## config.mk

```make
export PLATFORM = sky130hd
export DESIGN_NAME = clock_victim_sel
export DESIGN_NICKNAME = d
export VERILOG_FILES = /design/src/rtl/clock_sel_pkg.sv /design/src/rtl/clock_ref_bits.sv /design/src/rtl/clock_hand.sv /design/src/rtl/clock_sweep_ctrl.sv /design/src/rtl/clock_victim_sel.sv
export SDC_FILE = /design/constraint.sdc
export NUM_CORES = 1
export LEC_CHECK = 0
export BUFFER_PORTS_ARGS = -buffer_cell sky130_fd_sc_hd__buf_2
export CAP_MARGIN = 20
export CORE_ASPECT_RATIO = 1.2
export CORE_MARGIN = 2
export CORE_UTILIZATION = 35
export CTS_BUF_LIST = sky130_fd_sc_hd__clkbuf_8 sky130_fd_sc_hd__clkbuf_16
export CTS_CLUSTER_DIAMETER = 200
export CTS_CLUSTER_SIZE = 28
export DETAILED_ROUTE_END_ITERATION = 10
export PLACE_DENSITY = 0.53
export SYNTH_ARGS = -nofsm -noshare
export SYNTH_HDL_FRONTEND = slang
export SYNTH_SLANG_ARGS = --single-unit
```

## constraint.sdc

```tcl
create_clock -name clk_i -period 2.2 [get_ports clk_i]
set_input_delay 0.44 -clock clk_i [delete_from_list [all_inputs] [get_ports clk_i]]
set_output_delay 0.44 -clock clk_i [all_outputs]
set_load 0.01 [all_outputs]
```

## src/rtl/clock_sel_pkg.sv

```systemverilog
package clock_sel_pkg;
  typedef enum logic {
    ST_IDLE  = 1'b0,
    ST_SWEEP = 1'b1
  } sweep_state_e;
endpackage

```

## src/rtl/clock_ref_bits.sv

```systemverilog
module clock_ref_bits #(
  parameter int N_FRAMES = 8,
  localparam int IDX_W = $clog2(N_FRAMES)
) (
  input  logic                clk_i,
  input  logic                rst_ni,
  input  logic [N_FRAMES-1:0] set_i,
  input  logic                clr_en_i,
  input  logic [IDX_W-1:0]    clr_idx_i,
  output logic [N_FRAMES-1:0] ref_o
);
  for (genvar g = 0; g < N_FRAMES; g++) begin : g_frame
    logic bit_q;
    always_ff @(posedge clk_i or negedge rst_ni) begin
      if (!rst_ni) begin
        bit_q <= 1'b0;
      end else if (set_i[g]) begin
        bit_q <= 1'b1;  // reference beats sweep clear
      end else if (clr_en_i && clr_idx_i == IDX_W'(g)) begin
        bit_q <= 1'b0;
      end
    end
    assign ref_o[g] = bit_q;
  end
endmodule

```

## src/rtl/clock_hand.sv

```systemverilog
module clock_hand #(
  parameter int N_FRAMES = 8,
  localparam int IDX_W = $clog2(N_FRAMES)
) (
  input  logic             clk_i,
  input  logic             rst_ni,
  input  logic             adv_i,
  output logic [IDX_W-1:0] hand_o
);
  localparam logic [IDX_W-1:0] LAST = IDX_W'(N_FRAMES - 1);

  logic [IDX_W-1:0] hand_q;

  always_ff @(posedge clk_i or negedge rst_ni) begin
    if (!rst_ni) begin
      hand_q <= '0;
    end else if (adv_i) begin
      hand_q <= (hand_q == LAST) ? '0 : hand_q + 1'b1;
    end
  end

  assign hand_o = hand_q;
endmodule

```

## src/rtl/clock_sweep_ctrl.sv

```systemverilog
module clock_sweep_ctrl
  import clock_sel_pkg::*;
#(
  parameter int N_FRAMES = 8,
  localparam int IDX_W = $clog2(N_FRAMES),
  localparam int CNT_W = $clog2(N_FRAMES + 1)
) (
  input  logic             clk_i,
  input  logic             rst_ni,
  input  logic             req_i,
  input  logic [IDX_W-1:0] hand_i,
  input  logic             cand_ref_i,
  input  logic             cand_lock_i,
  output logic             adv_o,
  output logic             clr_o,
  output logic             busy_o,
  output logic             done_o,
  output logic             none_o,
  output logic [IDX_W-1:0] victim_o
);
  localparam logic [CNT_W-1:0] RUN_LAST = CNT_W'(N_FRAMES - 1);

  sweep_state_e     state_q;
  logic [CNT_W-1:0] lock_run_q;
  logic             done_q, none_q;
  logic [IDX_W-1:0] victim_q;
  logic             examine, pick, all_locked;

  always_comb begin
    examine    = (state_q == ST_SWEEP);
    pick       = examine && !cand_lock_i && !cand_ref_i;
    all_locked = examine && cand_lock_i && (lock_run_q == RUN_LAST);
    clr_o      = examine && !cand_lock_i && cand_ref_i;
    adv_o      = examine;  // hand moves past every examined frame
  end

  always_ff @(posedge clk_i or negedge rst_ni) begin
    if (!rst_ni) begin
      state_q    <= ST_IDLE;
      lock_run_q <= '0;
      done_q     <= 1'b0;
      none_q     <= 1'b0;
      victim_q   <= '0;
    end else begin
      done_q <= pick || all_locked;
      none_q <= all_locked;
      if (pick) victim_q <= hand_i;
      unique case (state_q)
        ST_IDLE: begin
          lock_run_q <= '0;
          if (req_i) state_q <= ST_SWEEP;
        end
        ST_SWEEP: begin
          lock_run_q <= cand_lock_i ? lock_run_q + 1'b1 : '0;
          if (pick || all_locked) state_q <= ST_IDLE;
        end
        default: state_q <= ST_IDLE;
      endcase
    end
  end

  assign busy_o   = examine;
  assign done_o   = done_q;
  assign none_o   = none_q;
  assign victim_o = victim_q;
endmodule

```

## src/rtl/clock_victim_sel.sv

```systemverilog
module clock_victim_sel #(
  parameter int N_FRAMES = 8,
  localparam int IDX_W = $clog2(N_FRAMES)
) (
  input  logic                clk_i,
  input  logic                rst_ni,
  input  logic [N_FRAMES-1:0] ref_i,
  input  logic [N_FRAMES-1:0] lock_i,
  input  logic                req_i,
  output logic                done_o,
  output logic                none_o,
  output logic [IDX_W-1:0]    victim_o
);
  logic [IDX_W-1:0]    hand_q;
  logic [N_FRAMES-1:0] ref_q;
  logic                adv, clr, busy;

  clock_hand #(.N_FRAMES(N_FRAMES)) u_hand (
    .clk_i  (clk_i),
    .rst_ni (rst_ni),
    .adv_i  (adv),
    .hand_o (hand_q)
  );

  clock_ref_bits #(.N_FRAMES(N_FRAMES)) u_refs (
    .clk_i     (clk_i),
    .rst_ni    (rst_ni),
    .set_i     (ref_i),
    .clr_en_i  (clr),
    .clr_idx_i (hand_q),
    .ref_o     (ref_q)
  );

  clock_sweep_ctrl #(.N_FRAMES(N_FRAMES)) u_ctrl (
    .clk_i       (clk_i),
    .rst_ni      (rst_ni),
    .req_i       (req_i),
    .hand_i      (hand_q),
    .cand_ref_i  (ref_q[hand_q]),
    .cand_lock_i (lock_i[hand_q]),
    .adv_o       (adv),
    .clr_o       (clr),
    .busy_o      (busy),
    .done_o      (done_o),
    .none_o      (none_o),
    .victim_o    (victim_o)
  );
endmodule

```

==> results of run 1 <==
[power groups by stage]
stage | registers [mW] | logic [mW] | clock network [mW]
detailed placement | 0.691 | 0.906 | 0
global placement | 0.684 | 0.877 | 0
global route | 0.705 | 0.989 | 0.272
floorplan | 0.597 | 0.793 | 0
CTS | 0.684 | 0.909 | 0.255
finish | 0.683 | 0.912 | 0.248
[worst max-delay path, stage by stage (launching register included)]
cell and delay [ps]:
dfrtp_1 450, buf_4 200, nor2b_1 140, a22o_1 570, o211ai_4 150, mux2_4 330
[registers in the layout, summed over array words and instances (netlist names)]
name                  count
u_ctrl.adv_o              1
u_ctrl.victim_o           3
u_ctrl.done_o             1
u_ctrl.none_o             1
u_ctrl.lock_run_q         4
u_hand.hand_o             3
u_refs.g_frame.bit_q      8
[through the flow]
| step | area [sq um] | hold WS (ps) | total power [mW] | worst slack (ps) |
|---|---|---|---|---|
| after floorplan | 1240 | 144 | 1.39 | 379 |
| after global placement | 1380 | 420 | 1.56 | 292 |
| after detailed placement | 1380 | 428 | 1.60 | 276 |
| after CTS | 1420 | 145 | 1.85 | 266 |
| after global routing | 1420 | 167 | 1.97 | 97.8 |
| final | 1420 | 128 | 1.84 | 253 |
[metal layers]
metal / vias up / global-route usage, % / part of all wire, %
met5: - / 0 / 0
met4: 0 / 4.65 / 1.7
met3: 5 / 2.24 / 2.5
met2: 18 / 23.1 / 51
met1: 422 / 18.0 / 44
li1: 427 / - / -
[path summary, 6_finish.rpt]
check / start / to / slack (ps) / depth (start not counted)
worst max register to register: u_hand.hand_o[1] / u_ctrl.victim_o[1] / 250 / 5
max in group asynchronous: rst_ni / u_ctrl.none_o / 1750 / 1
min in group clk_i: ref_i[1] / u_refs.g_frame[1].bit_q / 360 / 2
worst min register to register: u_ctrl.lock_run_q[0] / u_ctrl.lock_run_q[0] / 490 / 1
worst min-delay path: rst_ni / u_refs.g_frame[4].bit_q / 130 / 1
worst max-delay path: u_hand.hand_o[1] / u_ctrl.victim_o[1] / 250 / 5
[cell usage after synthesis]
library cell and count:
clkbuf_2 1, o22ai_4 1, nor2b_1 1, mux2_4 2, o21a_1 1, buf_1 1, and2_1 2, ha_1 7
dfrtp_1 21, xor2_1 1, nor2_1 4, nor4_1 5, buf_4 1, nand3_1 1, mux4_1 3, o211ai_4 1
o22ai_1 1, o21ai_0 1, mux2_2 3, inv_1 7, buf_2 1, o2111ai_1 8, a221oi_1 1, a211oi_1 1
a21o_1 8, nand2_1 2, clkbuf_1 2, o211ai_1 1, mux2i_1 3, mux2i_4 1, nand3b_1 1, or3_1 1
a22o_1 1, mux4_2 1, xnor2_1 1, buf_6 1, nand2b_1 2
[area by class of cell]
cell class	count	area, sq um	area share (%)
multi-input combinational	66	649	45.6
sequential	21	526	36.9
timing repair buffer	25	130	9.15
tap	37	46.3	3.25
clock buffer	3	41.3	2.90
inverter	7	26.3	1.85
clock inverter	1	3.75	0.264
[kinds of logic after synthesis]
group | after synthesis
buf+inv | 14
fa+ha+maj | 7
compound gates | 25
mux | 13
simple gates | 19
xor+xnor | 2
flops | 21
==> flow_metrics.env, run 1 <==
export IMPL_synth_adder_area_share_pct=7.06
export IMPL_io_buffer_count=23
export IMPL_stdcell_count=160
export IMPL_drive_above_1_share_pct=30.1
export IMPL_cp_start_kind="register"
export IMPL_core_sq_um=3370
export IMPL_rsz0062_at_grt="false"
export IMPL_hp_class="primary input to async pin"
export IMPL_dp_hpwl_mm=1.93
export IMPL_synth_top_area_cell="dfrtp_1"
export IMPL_drc=0
export IMPL_tns_ps=0
export IMPL_gp_congestion=0.798
export IMPL_cap_violations=0
export IMPL_fp_dieW_um=58.4
export IMPL_synth_top_family_by_area="compound AO/OA/AOI/OAI gates"
export IMPL_syn_instance_count=101
export IMPL_end_kind="register"
export IMPL_clkTransAtPathRegs_ps=80
export IMPL_power_density_nw_per_um2=1300
export IMPL_combPwrFrac_pct=49.5
export IMPL_skew_ps=2.45
export IMPL_synthMuxAreaShare_pct=17.5
export IMPL_p_leak_nw=0.619
export IMPL_synth_compound_area_share_pct=17.9
export IMPL_final_cell_mix="buf_2, dfrtp_1, inv_1, o2111ai_1, a21o_1"
export IMPL_synthDistinctLibCells=37
export IMPL_clock_latency_ps=260
export IMPL_vdd_drop_max_mv=0.620
export IMPL_grt_pass1_wl_mm=4.35
export IMPL_start_util_pct=36.9
export IMPL_status="completed"
export IMPL_worstMarginPinSlew_ps=659
export IMPL_row_count=23
export IMPL_synthSimpleGateAreaFrac_pct=8.37
export IMPL_p_clk_share_pct=13.5
export IMPL_grt_start_max_net_pins=22
export IMPL_critical_path_class="register to register"
export IMPL_antenna_found_initial=0
export IMPL_cp_arrival_ps=2090
export IMPL_maxSlewViolCount=0
export IMPL_fillers=315
export IMPL_cts_setup_buffers=0
export IMPL_worstPathMaxFanout=16
export IMPL_hold_viol=0
export IMPL_power_frac_seq_pct=37.0
export IMPL_wirelength_mm=2.52
export IMPL_power_internal_mw=1.06
export IMPL_synth_nets=127
export IMPL_maxSlewHeadroom_pct=56.1
export IMPL_synth_area_leaders="dfrtp_1, ha_1, mux4_1"
export IMPL_fmax_mhz=514
export IMPL_syn_area_sq_um=1240
export IMPL_cts_num_sinks=21
export IMPL_ioPinCount=24
export IMPL_grt_ovfl_total=0
export IMPL_period_needed_ps=1950
export IMPL_diodes=0
export IMPL_required_ps=2350
export IMPL_first_pass_iters=4
export IMPL_final_util_pct=42.3
export IMPL_cts_tree="done"
export IMPL_die_area_sq_um=4040
export IMPL_drtIter0Drc=33
export IMPL_cts_hold_buf=0
export IMPL_grt_pass1_vias=946
export IMPL_ant_nets=0
export IMPL_seq_area_frac_synth_pct=42.3
export IMPL_synth_top_area_share_pct=42.3
export IMPL_h_tree_depth=1
export IMPL_area_growth_pct=14.6
export IMPL_cts_resized=0
export IMPL_ys_warnings_count=0
export IMPL_synth_avg_cell_area_sq_um=12.3
export IMPL_synth_xor_area_share_pct=1.41
export IMPL_via_count=872
export IMPL_viasPerCell=5.45
export IMPL_dp_cells=156
export IMPL_final_nets=150
export IMPL_clockBufferDepth=2
export IMPL_mostFrequentLayoutCell="buf_2"
export IMPL_clockRootBuffer="clkbuf_8"
export IMPL_cts_buffers=3
export IMPL_setup_violations=0
export IMPL_finalCritPeriodShare_pct=88.5
export IMPL_die_h_um=69.2
export IMPL_power_switching_mw=0.780
export IMPL_synth_seq_cells=21
export IMPL_track_usage_pct=13.9
export IMPL_post_drt_wl_per_cell_um=15.8
export IMPL_swShare_pct=42.3
No activity file was read; power rests on OpenSTA's default activity.
==> inputs of run 2 (changes only) <==
==> constraint.sdc (replaced) <==
create_clock -name clk_i -period 2.3 [get_ports clk_i]
set_input_delay 0.46 -clock clk_i [delete_from_list [all_inputs] [get_ports clk_i]]
set_output_delay 0.46 -clock clk_i [all_outputs]
set_load 0.01 [all_outputs]
==> run 2 against run 1 <==
- clock power decreased by 3%
- final cell count decreased by 0.63%
- hold slack improved by 13 ps
==> flow_metrics.env, run 2 (synthesis gave the netlist of run 1 again) <==
export IMPL_reg_largest_list="u_refs.g_frame.bit_q (8), u_ctrl.lock_run_q (4)"
export IMPL_drive_above_1_share_pct=29.5
export IMPL_worstMarginPinSlew_ps=625
export IMPL_grt_ovfl_total=0
export IMPL_crit_slowest_cell="dfrtp_1"
export IMPL_hold_viol=0
export IMPL_combPwrFrac_pct=48.4
export IMPL_die_area_sq_um=4040
export IMPL_drtIter0Drc=38
export IMPL_reg2reg_depth=4
export IMPL_largest_register_ffs=8
export IMPL_cap_violations=0
export IMPL_critPathTopFamily="multiplexers"
export IMPL_diodes=0
export IMPL_die_h_um=69.2
export IMPL_vdd_drop_max_mv=0.515
export IMPL_cts_tree="done"
export IMPL_viasPerCell=5.40
export IMPL_power_internal_mw=1.00
export IMPL_dp_hpwl_mm=1.88
export IMPL_final_util_pct=42.0
export IMPL_final_cell_mix="buf_2, dfrtp_1, inv_1, o2111ai_1, a21o_1"
export IMPL_largest_register="u_refs.g_frame.bit_q"
export IMPL_gp_congestion=0.698
export IMPL_setup_violations=0
export IMPL_cts_setup_buffers=0
export IMPL_clock_latency_ps=270
export IMPL_core_sq_um=3370
export IMPL_cp_depth=4
export IMPL_critPathBufInv=0
export IMPL_cpPeakStageDelay_ps=630
export IMPL_h_tree_depth=1
export IMPL_clkTransAtPathRegs_ps=80
export IMPL_fp_dieW_um=58.4
export IMPL_grt_pass1_vias=904
export IMPL_path_cells="mux2_2 -> o22ai_4 -> o211ai_4 -> mux2_4"
export IMPL_cts_buffers=3
export IMPL_final_nets=149
export IMPL_ioPinCount=24
export IMPL_grt_pass1_wl_mm=4.20
export IMPL_drc=0
export IMPL_row_count=23
export IMPL_tns_ps=0
export IMPL_maxSlewViolCount=0
export IMPL_rsz0062_at_grt="false"
export IMPL_power_density_nw_per_um2=1220
export IMPL_clockRootBuffer="clkbuf_8"
export IMPL_ant_nets=0
export IMPL_critical_path_class="register to register"
export IMPL_mostFrequentLayoutCell="buf_2"
export IMPL_finalCritPeriodShare_pct=89.3
export IMPL_cp_arrival_ps=2210
export IMPL_via_count=859
export IMPL_start_util_pct=36.9
export IMPL_period_needed_ps=2050
export IMPL_area_growth_pct=14.0
export IMPL_maxSlewHeadroom_pct=58.3
export IMPL_cp_start_kind="register"
export IMPL_cts_num_sinks=21
export IMPL_fmax_mhz=487
export IMPL_power_switching_mw=0.723
export IMPL_status="completed"
export IMPL_io_buffer_count=23
export IMPL_post_drt_wl_per_cell_um=15.5
export IMPL_end_kind="register"
export IMPL_grt_start_max_net_pins=22
export IMPL_cts_hold_buf=0
export IMPL_clockBufferDepth=2
export IMPL_first_pass_iters=4
export IMPL_p_clk_share_pct=13.9
export IMPL_required_ps=2460
export IMPL_antenna_found_initial=0
export IMPL_skew_ps=3.80
export IMPL_p_leak_nw=0.614
export IMPL_swShare_pct=41.9
export IMPL_hp_class="primary input to async pin"
export IMPL_track_usage_pct=13.6
export IMPL_cts_resized=0
export IMPL_worstPathMaxFanout=16
export IMPL_wirelength_mm=2.47
export IMPL_power_frac_seq_pct=37.7
## run 2: through the flow
step	instance area, sq um	cells	power (mW)	hold WS, ps	worst slack (ps)
floorplan	1240	101	1.33	164	479
global placement	1370	155	1.49	442	267
detailed placement	1370	155	1.50	450	231
CTS	1420	159	1.75	159	212
global route	1420	159	1.86	182	110
finish	1420	159	1.73	141	247
## run 2: power groups by stage
stage | Combinational, mW | Clock, mW | Sequential [mW]
after floorplan | 0.758 | 0 | 0.571
after detailed placement | 0.840 | 0 | 0.659
after global routing | 0.926 | 0.265 | 0.672
after global placement | 0.831 | 0 | 0.656
final | 0.835 | 0.241 | 0.651
after CTS | 0.847 | 0.253 | 0.652
## run 2: metal layers
layer,up-vias,wire [um],track usage (%)
li1,425,-,-
met1,407,1110,17.4
met2,22,1240,21.8
met3,5,74,2.24
met4,0,55,6.20
met5,-,0,0
## run 2: final cells by class
cell class                      count  area, sq um
Multi-Input combinational cell     66          649
Tap cell                           37         46.3
Clock inverter                      1         3.75
Timing Repair Buffer               24          123
Clock buffer                        3         41.3
Inverter                            7         26.3
Fill cell                         330         1950
Sequential cell                    21          526
## run 2: final timing paths
check                                           from                 endpoint  slack, ps
worst max register to register      u_hand.hand_o[0]       u_ctrl.victim_o[0]        250
worst max-delay path                u_hand.hand_o[0]       u_ctrl.victim_o[0]        250
min in group clk_i                          ref_i[0]  u_refs.g_frame[0].bit_q        370
worst min-delay path                          rst_ni         u_hand.hand_o[1]        140
worst min register to register  u_ctrl.lock_run_q[0]     u_ctrl.lock_run_q[0]        480
max in group asynchronous                     rst_ni     u_ctrl.lock_run_q[1]       1830
==> inputs of run 3 (changes only) <==
--- a/config.mk
+++ b/config.mk
@@ -15,6 +15,7 @@
 export CTS_CLUSTER_SIZE = 28
 export DETAILED_ROUTE_END_ITERATION = 10
 export PLACE_DENSITY = 0.53
+export SLEW_MARGIN = 0
 export SYNTH_ARGS = -nofsm -noshare
 export SYNTH_HDL_FRONTEND = slang
 export SYNTH_SLANG_ARGS = --single-unit
==> constraint.sdc (replaced) <==
create_clock -name clk_i -period 2.4 [get_ports clk_i]
set_input_delay 0.48 -clock clk_i [delete_from_list [all_inputs] [get_ports clk_i]]
set_output_delay 0.48 -clock clk_i [all_outputs]
set_load 0.01 [all_outputs]
==> run 3 against run 2 <==
- register-to-register slack gained 110 ps
- cell area stayed put
- clock power fell by 3%
- final cell count stayed put
- setup slack better by 110 ps
- highest routed layer unchanged
- hold slack better by 20 ps
- critical endpoint unchanged
- sequential power decreased by 4.3%
- via count up 0.70%
- clock skew shrank 3.2 ps
- global-route usage rose by 0.38 points
- largest power group unchanged
==> flow_metrics.env, run 3 (synthesis gave the netlist of run 1 again) <==
export IMPL_postLayoutSetupSlackWorst_ps=358
export IMPL_fillers=316
export IMPL_period_needed_ps=2040
export IMPL_power_mw=1.66
export IMPL_via_count=865
export IMPL_use_met3_pct=2.80
export IMPL_cts_setup_buffers=0
export IMPL_grt_use_met1_pct=18.5
export IMPL_tns_ps=0
export IMPL_gp_congestion=0.698
export IMPL_viasPerCell=5.44
export IMPL_clkTransAtPathRegs_ps=70
export IMPL_first_pass_iters=4
export IMPL_largest_register="u_refs.g_frame.bit_q"
export IMPL_mostFrequentLayoutCell="buf_2"
export IMPL_clock_latency_ps=260
export IMPL_h_tree_depth=1
export IMPL_wirelength_mm=2.54
export IMPL_cts_buffers=3
export IMPL_cts_hold_buf=0
export IMPL_hp_class="primary input to async pin"
export IMPL_grt_use_met2_pct=22.0
export IMPL_worstMarginPinSlew_ps=657
export IMPL_grt_pass1_vias=894
export IMPL_io_buffer_count=23
export IMPL_ant_nets=0
export IMPL_end_kind="register"
export IMPL_cts_resized=0
export IMPL_status="completed"
export IMPL_track_usage_pct=13.9
export IMPL_die_h_um=69.2
export IMPL_setup_violations=0
export IMPL_skew_ps=0.627
export IMPL_grt_pass1_wl_mm=4.29
export IMPL_clockBufferDepth=2
export IMPL_area_growth_pct=14.0
export IMPL_cts_num_sinks=21
export IMPL_vdd_drop_max_mv=0.470
export IMPL_row_count=23
export IMPL_cp_arrival_ps=2200
export IMPL_drtIter0Drc=12
export IMPL_drive_above_1_share_pct=29.5
export IMPL_cp_start_kind="register"
export IMPL_grt_start_max_net_pins=22
export IMPL_rsz0062_at_grt="false"
export IMPL_reg_largest_list="u_refs.g_frame.bit_q (8), u_ctrl.lock_run_q (4)"
export IMPL_whs_ps=161
export IMPL_diodes=0
export IMPL_core_sq_um=3370
export IMPL_largest_register_ffs=8
export IMPL_cts_tree="done"
export IMPL_maxSlewHeadroom_pct=56.2
export IMPL_maxSlewViolCount=0
export IMPL_place_ws_ps=334
export IMPL_fmax_mhz=490
export IMPL_worstPathMaxFanout=16
export IMPL_multi_input_area_sq_um=649
export IMPL_fp_dieW_um=58.4
export IMPL_cap_violations=0
export IMPL_final_cell_mix="buf_2, dfrtp_1, inv_1, o2111ai_1, a21o_1"
export IMPL_critical_path_class="register to register"
export IMPL_required_ps=2560
export IMPL_p_leak_nw=0.614
export IMPL_drc=0
export IMPL_antenna_found_initial=0
export IMPL_grt_busiest_layer="met2"
export IMPL_hold_viol=0
export IMPL_clockRootBuffer="clkbuf_8"
export IMPL_die_area_sq_um=4040
export IMPL_grt_ovfl_total=0
export IMPL_final_nets=149
export IMPL_ff_latch_area_sq_um=526
export IMPL_start_util_pct=36.9
export IMPL_post_drt_wl_per_cell_um=16.0
export IMPL_power_density_nw_per_um2=1180
export IMPL_dp_hpwl_mm=1.89
export IMPL_ioPinCount=24
export IMPL_finalCritPeriodShare_pct=85.1
## run 3: cell counts in the layout (fill, tap and decap cells not counted)
Identical to the previous run, type by type.
## run 3: final timing paths
kind / startpoint / slack, ps / to / cells after the start
worst max-delay path: u_hand.hand_o[0] / 360 / u_ctrl.victim_o[0] / 4
worst min-delay path: rst_ni / 160 / u_hand.hand_o[1] / 1
worst max register to register: u_hand.hand_o[0] / 360 / u_ctrl.victim_o[0] / 4
worst min register to register: u_ctrl.lock_run_q[0] / 480 / u_ctrl.lock_run_q[0] / 1
max in group asynchronous: rst_ni / 1910 / u_ctrl.victim_o[1] / 1
min in group clk_i: ref_i[1] / 390 / u_refs.g_frame[1].bit_q / 2
## run 3: critical path, cell delays in order, from the launching register on
cell,delay (ps)
dfrtp_1,620
mux2_2,410
o22ai_4,430
o211ai_4,160
mux2_4,320
## run 3: metal layers
| layer | vias up | part of all wire (%) |
|---|---|---|
| met3 | 5 | 3.2 |
| met1 | 414 | 44 |
| met2 | 18 | 51 |
| met5 | - | 0 |
| li1 | 428 | - |
| met4 | 0 | 1.8 |
## run 3: cell type report
class,instances,share of cell area [%]
Sequential cell,21,37.1
Inverter,7,1.86
Clock inverter,1,0.265
Clock buffer,3,2.92
Timing Repair Buffer,24,8.66
Tap cell,37,3.27
Multi-Input combinational cell,66,45.9
## run 3: metrics by stage
stage                     cells  area, sq um  util [%]
after detailed placement    155         1370      40.7
after global placement      155         1370      40.7
after global routing        159         1420      42.0
final                       159         1420      42.0
after floorplan             101         1240         -
after CTS                   159         1420      42.0
## run 3: power breakdown
| group | internal, mW | switching [mW] | total, mW |
|---|---|---|---|
| sequential | 0.472 | 0.152 | 0.623 |
| combinational | 0.376 | 0.432 | 0.808 |
| clock | 0.114 | 0.118 | 0.233 |
| total | 0.962 | 0.702 | 1.66 |
